$ cat config.mk
export PLATFORM = sky130hd
export DESIGN_NAME = murf_top
export DESIGN_NICKNAME = d
export VERILOG_FILES = /design/src/rtl/murf_pkg.sv /design/src/rtl/murf_rxq.sv /design/src/rtl/murf_txhold.sv /design/src/rtl/murf_top.sv
export SDC_FILE = /design/constraint.sdc
export NUM_CORES = 1
export LEC_CHECK = 0
export BUFFER_PORTS_ARGS = -buffer_cell sky130_fd_sc_hd__buf_2
export CAP_MARGIN = 15
export CORE_UTILIZATION = 54
export CTS_BUF_LIST = sky130_fd_sc_hd__clkbuf_16
export CTS_CLUSTER_DIAMETER = 50
export DETAILED_ROUTE_END_ITERATION = 10
export PLACE_DENSITY = 0.76
export SLEW_MARGIN = 15
export SYNTH_ARGS = -nofsm -noshare
export SYNTH_HDL_FRONTEND = slang
export SYNTH_SLANG_ARGS = --single-unit
$ cat constraint.sdc
create_clock -name clk -period 3.5 [get_ports clk]
set_input_delay 0.525 -clock clk [delete_from_list [all_inputs] [get_ports clk]]
set_output_delay 0.525 -clock clk [all_outputs]
set_load 0.05 [all_outputs]
$ cat src/rtl/murf_pkg.sv
package murf_pkg;
  localparam int ADDR_W = 8;
  localparam int DATA_W = 32;
  localparam int BYTE_W = 8;

  localparam logic [ADDR_W-1:0] OFS_SUM  = 8'h00;
  localparam logic [ADDR_W-1:0] OFS_ENA  = 8'h04;
  localparam logic [ADDR_W-1:0] OFS_DATA = 8'h40;
  localparam logic [ADDR_W-1:0] OFS_IE   = 8'h44;
  localparam logic [ADDR_W-1:0] OFS_ID   = 8'h48;
  localparam logic [ADDR_W-1:0] OFS_LS   = 8'h54;
  localparam logic [ADDR_W-1:0] OFS_CTL  = 8'h60;
  localparam logic [ADDR_W-1:0] OFS_XS   = 8'h64;

  typedef enum logic [3:0] {
    SEL_NONE, SEL_SUM, SEL_ENA, SEL_DATA, SEL_IE,
    SEL_ID, SEL_LS, SEL_CTL, SEL_XS
  } reg_sel_e;

  function automatic reg_sel_e decode_ofs(input logic [ADDR_W-1:0] a);
    case (a)
      OFS_SUM:  return SEL_SUM;
      OFS_ENA:  return SEL_ENA;
      OFS_DATA: return SEL_DATA;
      OFS_IE:   return SEL_IE;
      OFS_ID:   return SEL_ID;
      OFS_LS:   return SEL_LS;
      OFS_CTL:  return SEL_CTL;
      OFS_XS:   return SEL_XS;
      default:  return SEL_NONE;
    endcase
  endfunction
endpackage

$ cat src/rtl/murf_rxq.sv
module murf_rxq #(
  parameter int DEPTH = 8,
  parameter int W     = 8,
  localparam int PTR_W = (DEPTH > 1) ? $clog2(DEPTH) : 1,
  localparam int CNT_W = $clog2(DEPTH + 1)
) (
  input  logic             clk,
  input  logic             rst,
  input  logic             push,
  input  logic [W-1:0]     push_data,
  input  logic             pop,
  input  logic             flush,
  input  logic             cap,
  output logic [W-1:0]     head_q,
  output logic [CNT_W-1:0] cnt,
  output logic             full,
  output logic             empty
);
  logic [W-1:0]     mem [DEPTH];
  logic [PTR_W-1:0] head;
  logic [PTR_W-1:0] tail;
  logic [PTR_W:0]   sum;
  logic             do_push, do_pop;

  assign full    = (cnt == CNT_W'(DEPTH));
  assign empty   = (cnt == '0);
  assign do_push = push && !full;
  assign do_pop  = pop && !empty;

  always_comb begin
    sum  = {1'b0, head} + (PTR_W+1)'(cnt);
    tail = (sum >= (PTR_W+1)'(DEPTH)) ? PTR_W'(sum - (PTR_W+1)'(DEPTH)) : PTR_W'(sum);
  end

  // storage and head capture kept reset-free for block RAM inference
  always_ff @(posedge clk) begin
    if (do_push) mem[tail] <= push_data;
    if (cap)     head_q    <= mem[head];
  end

  always_ff @(posedge clk) begin
    if (rst) begin
      head <= '0;
      cnt  <= '0;
    end else begin
      if (do_pop) head <= (head == PTR_W'(DEPTH - 1)) ? '0 : head + 1'b1;
      if (flush) cnt <= '0;
      else       cnt <= cnt + CNT_W'(do_push) - CNT_W'(do_pop);
    end
  end
endmodule

$ cat src/rtl/murf_txhold.sv
module murf_txhold #(
  parameter int W = 8
) (
  input  logic         clk,
  input  logic         rst,
  input  logic         load,
  input  logic [W-1:0] load_data,
  input  logic         ready,
  output logic         valid,
  output logic [W-1:0] data
);
  always_ff @(posedge clk) begin
    if (rst) begin
      valid <= 1'b0;
      data  <= '0;
    end else if (valid) begin
      if (ready) valid <= 1'b0;
    end else if (load) begin
      valid <= 1'b1;
      data  <= load_data;
    end
  end
endmodule

$ cat src/rtl/murf_top.sv
module murf_top
  import murf_pkg::*;
#(
  parameter int DEPTH = 8,
  localparam int CNT_W = $clog2(DEPTH + 1)
) (
  input  logic              clk,
  input  logic              rst,
  input  logic [ADDR_W-1:0] reg_addr,
  input  logic              reg_rd,
  input  logic              reg_wr,
  input  logic [DATA_W-1:0] reg_wdata,
  output logic [DATA_W-1:0] reg_rdata,
  input  logic [BYTE_W-1:0] rx_data,
  input  logic              rx_valid,
  output logic              rx_ready,
  output logic [BYTE_W-1:0] tx_data,
  output logic              tx_valid,
  input  logic              tx_ready,
  output logic              irq
);
  reg_sel_e          sel;
  logic [1:0]        ier_q;
  logic [CNT_W-1:0]  fill_cnt;
  logic [BYTE_W-1:0] head_byte;
  logic              full, empty, flush, push, rx_pend;
  logic              rd_is_data_q;
  logic [DATA_W-1:0] rdata_q, rd_val;
  logic              unused_wbits;

  assign unused_wbits = ^{reg_wdata[DATA_W-1:BYTE_W]};
  assign sel      = decode_ofs(reg_addr);
  assign flush    = reg_wr && (sel == SEL_ID) && reg_wdata[1];
  assign rx_ready = !full && !flush;
  assign push     = rx_valid && rx_ready;
  assign rx_pend  = ier_q[0] && !empty;
  assign irq      = rx_pend || ier_q[1];

  murf_rxq #(.DEPTH(DEPTH), .W(BYTE_W)) u_rxq (
    .clk(clk), .rst(rst),
    .push(push), .push_data(rx_data),
    .pop(reg_rd && (sel == SEL_DATA)), .flush(flush),
    .cap(reg_rd && (sel == SEL_DATA)),
    .head_q(head_byte), .cnt(fill_cnt), .full(full), .empty(empty)
  );

  murf_txhold #(.W(BYTE_W)) u_tx (
    .clk(clk), .rst(rst),
    .load(reg_wr && (sel == SEL_DATA)), .load_data(reg_wdata[BYTE_W-1:0]),
    .ready(tx_ready), .valid(tx_valid), .data(tx_data)
  );

  always_comb begin
    rd_val = '0;
    case (sel)
      SEL_SUM: rd_val = DATA_W'(irq);
      SEL_ENA: rd_val = 32'h1;
      SEL_IE:  rd_val = 32'hC0 | DATA_W'(ier_q);
      SEL_ID:  rd_val = 32'hC0 | (rx_pend ? 32'h4 : 32'h2) | DATA_W'(!irq);
      SEL_LS:  rd_val = 32'h60 | DATA_W'(!empty);
      SEL_CTL: rd_val = 32'h3;
      SEL_XS:  rd_val = 32'h30E | DATA_W'(!empty) | (DATA_W'(fill_cnt) << 16);
      default: rd_val = '0;
    endcase
  end

  always_ff @(posedge clk) begin
    if (rst) begin
      ier_q        <= '0;
      rdata_q      <= '0;
      rd_is_data_q <= 1'b0;
    end else begin
      if (reg_wr && (sel == SEL_IE)) ier_q <= reg_wdata[1:0];
      if (reg_rd) begin
        rdata_q      <= rd_val;
        rd_is_data_q <= (sel == SEL_DATA);
      end
    end
  end

  assign reg_rdata = rd_is_data_q ? DATA_W'(head_byte) : rdata_q;
endmodule

After elaboration in Yosys (flattened, before gate mapping)
Memories as Yosys holds them, arrays and structs flattened. A register that Yosys moved wholly into a read port is not among the register bits.
Index checks and enable logic that the tools add are counted.
Widths: inputs -> output; s select.
{ "classes": {"add_sub_neg": 5, "multipliers": 0, "div_mod_pow": 0, "n_lt_le_gt_ge": 1, "eq_ne": 17, "shift": 0, "mux": 11, "bitwise": 3, "reduce_logical": 19} }
{ "ops": {"columns": ["cell", "count"], "rows": [
  ["$pmux 20 s7", 1],
  ["$eq 8x7->1 const B", 6],
  ["$mux 32", 1],
  ["$pmux 4 s8", 1],
  ["$or 10x20->20", 1],
  ["$eq 4x3->1 const B", 4],
  ["$logic_and 1x1->1", 10],
  ["$mux 3", 3],
  ["$eq 4x2->1 const B", 2],
  ["$eq 4x4->1 const B", 2],
  ["$eq 8x3->1 const B", 1],
  ["$logic_not 8->1", 1],
  ["$or 8x1->8", 1],
  ["$mux 1", 5],
  ["$add 3x4->4", 1],
  ["$add 4x1->4", 1],
  ["$eq 4x1->1 const B", 1],
  ["$ge 4x4->1 const B", 1],
  ["$logic_not 1->1", 4],
  ["$logic_not 4->1", 1],
  ["$sub 4x1->4", 1],
  ["$add 3x1->3 const B", 1],
  ["$eq 3x3->1 const B", 1],
  ["$sub 3x1->3 const B", 1],
  ["4 further kinds", 4]
]} }
{ "word_totals": {"ff_bits": 51, "latch_bits": 0, "ramBits": 64, "rom_bits": 0, "word_cells": 64, "n_memories": 1} }
{ "memory_table": {"columns": ["name", "words", "width", "rd", "rd_ports_with_merged_regs", "wr", "line", "source"], "rows": [
  ["u_rxq.mem", 8, 8, 1, 1, 1, "murf_rxq.sv:19", "logic [W-1:0] mem [DEPTH];"]
]} }

Logic depth before layout (Yosys ltp)
{ "logic_depth": {"depth_word": 11, "mapped_depth": 12} }

Modules after synthesis
A second synthesis with hierarchy kept.
{ "unflattened": {"hier_cells": 323, "hier_area_um2": 4715.8} }
{ "by_module_without_submodules": {"columns": ["module", "instances", "cells_each", "area_per_inst_um2", "seq_area_each_um2"], "rows": [
  ["murf_rxq", 1, 163, 3264.4, 2302.2],
  ["murf_top", 1, 122, 1028.5, 280.3],
  ["murf_txhold", 1, 38, 422.9, 180.2]
]} }

Worst setup path before layout
Ideal clock, no wire load.
{ "synth_path": {"kind": "in2out", "from": "input reg_addr[4]", "to": "output rx_ready", "arrival_ns": 2.116, "path_slack_ns": 0.859, "stages": 4, "n_path_buf": 1, "cell_sequence": "buf_2 -> nor4b_4 -> nand4_1 -> a21boi_0"} }
{ "synth_via": {"elab_chain_len": 7} }
{ "synth_lines": {"columns": ["item", "line", "source"], "rows": [
  ["from (decl)", "murf_top.sv:9", "input logic [ADDR_W-1:0] reg_addr,"],
  ["$eq 8x7->1 (tied with other cells)", "murf_pkg.sv:21", "case (a)"],
  ["$pmux 4 s8 (*)", "murf_pkg.sv:21", null],
  ["$eq 4x3->1 (*)", "murf_top.sv:33", "assign flush = reg_wr && (sel == SEL_ID) && reg_wdata[1];"],
  ["$logic_and 1x1->1 (*) (2 in a row)", "murf_top.sv:33", null],
  ["$logic_not 1->1 (*)", "murf_top.sv:34", "assign rx_ready = !full && !flush;"],
  ["$logic_and 1x1->1 (*)", "murf_top.sv:34", null],
  ["to (decl)", "murf_top.sv:16", "output logic rx_ready,"]
]} }
Every way passes the cells marked *; elsewhere a longest branch is shown, timed or not.

Final worst setup path
{ "layout_path": {"from": "register u_rxq.cnt[2]", "to": "register u_rxq.cnt[2]"} }
{ "layout_rtl": {"columns": ["item", "line", "source"], "rows": [
  ["from (decl)", "murf_rxq.sv:15", "output logic [CNT_W-1:0] cnt,"],
  ["from (signal assigned)", "murf_rxq.sv:48", "else cnt <= cnt + CNT_W'(do_push) - CNT_W'(do_pop);"],
  ["$logic_not 4->1", "murf_rxq.sv:26", "assign empty = (cnt == '0);"],
  ["$logic_not 1->1", "murf_rxq.sv:28", "assign do_pop = pop && !empty;"],
  ["$logic_and 1x1->1", "murf_rxq.sv:28", null],
  ["via u_rxq.do_pop", "murf_rxq.sv:23", "logic do_push, do_pop;"],
  ["$sub 4x1->4", "murf_rxq.sv:48", null]
]} }
The timed path passes the listed nets, and every way through them passes these cells.
A chain may end at the register's enable or synchronous reset.

==> impl_results.md <==
- Slowest Stage Delay on Critical Path: roughly 0.52 ns
- H-tree levels: 3
- Vias in the first global route: roughly 2500
- Die area: slightly below 0.009 sq mm
- CTS root buf: clkbuf_16
- Seq/Total Area, Yosys: between 60% and 70%
- Ant diodes: 0
- Layout cells sized above 1: a little under a third
- Async SR Flop Fraction: 0%
- Postcts setup bufs: 0
- Total Routing Usage GR: 20.0%
- DR iter-0 viols: 94
- CP Max Fanout: 5
- Clock Tree Buf Depth: 2
- Period minus WS final: between 2 and 3 ns
- CTS Buf Count: 9
- Worst-path cell chain: inv_1, ha_1, or3b_2, nand4_2, inv_1, ha_1, inv_1, ha_1, inv_1, fa_1, xor2_1, nor2_1
- Synth Cell Area: about 0.0045 sq mm
- DRC violations left: 0
- Final hold viol count: 0
- PostCTS Resize Cnt: 0
- First-pass GRT wire length: between 10 and 15 mm
- Slew Limit Fails: 0
- Startpoint Class: flop
- Rows: 32
- Final GP Congestion: about 0.82
- DR vias/cell: about 5.4
- Worst IR Drop VDD: 0.552 mV
- CTS hold repair buffers: 0
- Total negative slack: 0 ns
- Core ar.: between 0.007 and 0.008 sq mm
- Clock transition at the registers of the reported paths: 0.07 ns
- Hold slack final: just over 0.4 ns
- Critical Path RT: approximately 3.7 ns
- Pwr Density: ~530 mW/mm^2
- Leak: roughly 2 nW
- Sink Count: ~100
- Starting Density: approximately 57%
- Yosys cell types: 44
- Fin util: ~65%
- Crit path kind: flop to flop
- Status: finished clean
- Family with the most delay on the worst path: adder cells
- Type of the worst min-delay path: primary input to flop
- Max frequency: between 0.3 and 0.4 GHz
- Period utilization: approximately 74%
- Gate Count Post-Synth: 315
- Chip width: slightly above 90 um
- Routed Wire Length: 7.85 mm
- Via count: 2583
- WP data arrival: between 2 and 3 ns
- GRT overflow: 0
- DP Wirelength: 5.27 mm
- EDFF count, synth: between 70 and 80
- Initial antenna violation count: 0
- Detail Route Antenna Nets: 0
- Max Cap Viol: 0
- CP max stage cell: or3b_2
- DR pass1 iterations: 4
- Clk_lat worst skew: about 0.34 ns
- I/O pin count: 97
- Slew @ Worst Pin: ~0.94 ns
- Number of synthesized register bits: between 100 and 150
- Crit path capture type: flop
- Routed len/inst: ~16 um
- Number of buffers added on ports: 54
- RSZ-0062 raised after global routing: no
- Top FF cell, synth: edfxtp_1
- CP Buf/Inv Count: 4
- Fin nets: 439
- Area delta synth->final: 13.7%
- Max-slew headroom: ~37%
- Critical path's most frequent cell: inv_1
- Clk_skew: 0.00625 ns
- CTS tree: done
- Pin count of the biggest net entering global routing: 28
- Synth warn: 0
- Die Y: between 90 and 100 um
- Average cell area after synthesis: between 10 and 15 sq um
- Final Setup Violations: 0
[where the power goes]
group | total (W) | leakage [nW] | internal, W | switching (W)
registers | 0.00140 | 0.896 | 0.00137 | 0.0000284
clock network | 0.000932 | 0.140 | 0.000492 | 0.000440
logic | 0.000381 | 0.997 | 0.000142 | 0.000239
total | 0.00271 | 2.03 | 0.00201 | 0.000708
[cell families (layout without fill, tap and decap cells)]
logic type	after synthesis	count (layout)	share of synthesized area, %
other cells	1	18	0.0834
mux	44	44	14.6
buf+inv	45	92	5.48
simple gates	82	82	10.2
fa+ha+maj	11	11	3.39
flops	102	102	61.4
compound gates	23	23	3.37
xor+xnor	7	7	1.36
[stage by stage]
| stage | area, sq um | std cells | setup WS, ns | total power, W |
|---|---|---|---|---|
| after floorplan | 4560 | 332 | 0.859 | 0.00171 |
| after global placement | 4830 | 465 | 0.772 | 0.00180 |
| after detailed placement | 4830 | 465 | 0.781 | 0.00181 |
| after CTS | 5110 | 481 | 0.885 | 0.00274 |
| after global routing | 5110 | 481 | 0.733 | 0.00283 |
| final | 5110 | 481 | 0.905 | 0.00271 |
[state kept, by name (all words and copies together), names as in the netlist]
| register | cells |
|---|---|
| ier_q | 2 |
| rd_is_data_q | 1 |
| rdata_q | 11 |
| u_rxq.cnt | 4 |
| u_rxq.head | 3 |
| u_rxq.head_q | 8 |
| u_rxq.mem | 64 |
| u_tx.data | 8 |
| u_tx.valid | 1 |
[worst register-to-register path: cells and delay by family (launching register included)]
kind,cells,cell delay (ns)
xor gates and xnor gates,1,0.16
adders and majority gates,4,0.94
buffers and inverters,4,0.29
DFF,1,0.34
and+or+nand+nor,3,0.76
[layout make-up]
cell class | instances | area [sq um]
multi-input cells | 185 | 1550
clock buffers | 9 | 225
fillers | 569 | 2780
inverters | 12 | 45.0
well taps | 102 | 128
repair buffers | 64 | 345
flip-flops and latches | 102 | 2760
clock inverters | 7 | 55.1
[routing by layer]
| metal | global-route usage [%] | vias up | share of wire (%) | wire, um |
|---|---|---|---|---|
| met1 | 25.6 | 1249 | 45 | 3520 |
| met4 | 5.90 | 0 | 1.3 | 101 |
| met3 | 6.34 | 10 | 5.4 | 421 |
| li1 | - | 1253 | - | - |
| met2 | 33.0 | 71 | 48 | 3800 |
| met5 | 0 | - | 0 | 0 |
[cells in the mapped netlist (3+ instances only)]
cell type  number  share of area, %
buf_2           5              0.56
clkbuf_1        8              0.67
nor2b_1         5              0.70
edfxtp_1       72                48
and2_1          4              0.56
ha_1            9               2.5
dfxtp_1        30                13
mux2_2         14               3.5
buf_4          19               3.2
nor2_1         27               2.3
mux2i_1        14               3.1
nand3_1         8              0.89
xnor2_1         5              0.97
nand2b_1        3              0.42
a21o_1          4              0.67
nor3_1         10               1.1
inv_1          11              0.92
a21oi_1        10               1.1
nand2_1        11              0.92
mux4_2         16               8.0
[layout by cell type, fill, tap and decap left out, types with 2 or more instances in the layout]
cell type	count
edfxtp_1	72
buf_2	54
dfxtp_1	30
nor2_1	27
conb_1	18
mux4_2	16
mux2_2	14
mux2i_1	14
inv_1	11
nand2_1	11
nor3_1	10
a21oi_1	10
buf_4	10
ha_1	9
clkbuf_16	9
nand3_1	8
nor2b_1	5
xnor2_1	5
and2_1	4
a21o_1	4
nand2b_1	3
inv_6	3
nor4b_4	2
nand4_1	2
a21boi_0	2
xor2_1	2
clkinv_1	2
a311oi_1	2
fa_1	2
[final timing paths]
path | depth (start not counted) | to | slack, ns | startpoint
min | 3 | u_tx.data[3] | 0.41 | reg_wdata[3]
max | 12 | u_rxq.cnt[2] | 0.90 | u_rxq.cnt[2]
max reg2reg | 12 | u_rxq.cnt[2] | 0.90 | u_rxq.cnt[2]
min reg2reg | 2 | rdata_q[16] | 0.45 | rdata_q[16]
No activity file was read; power rests on OpenSTA's default activity.
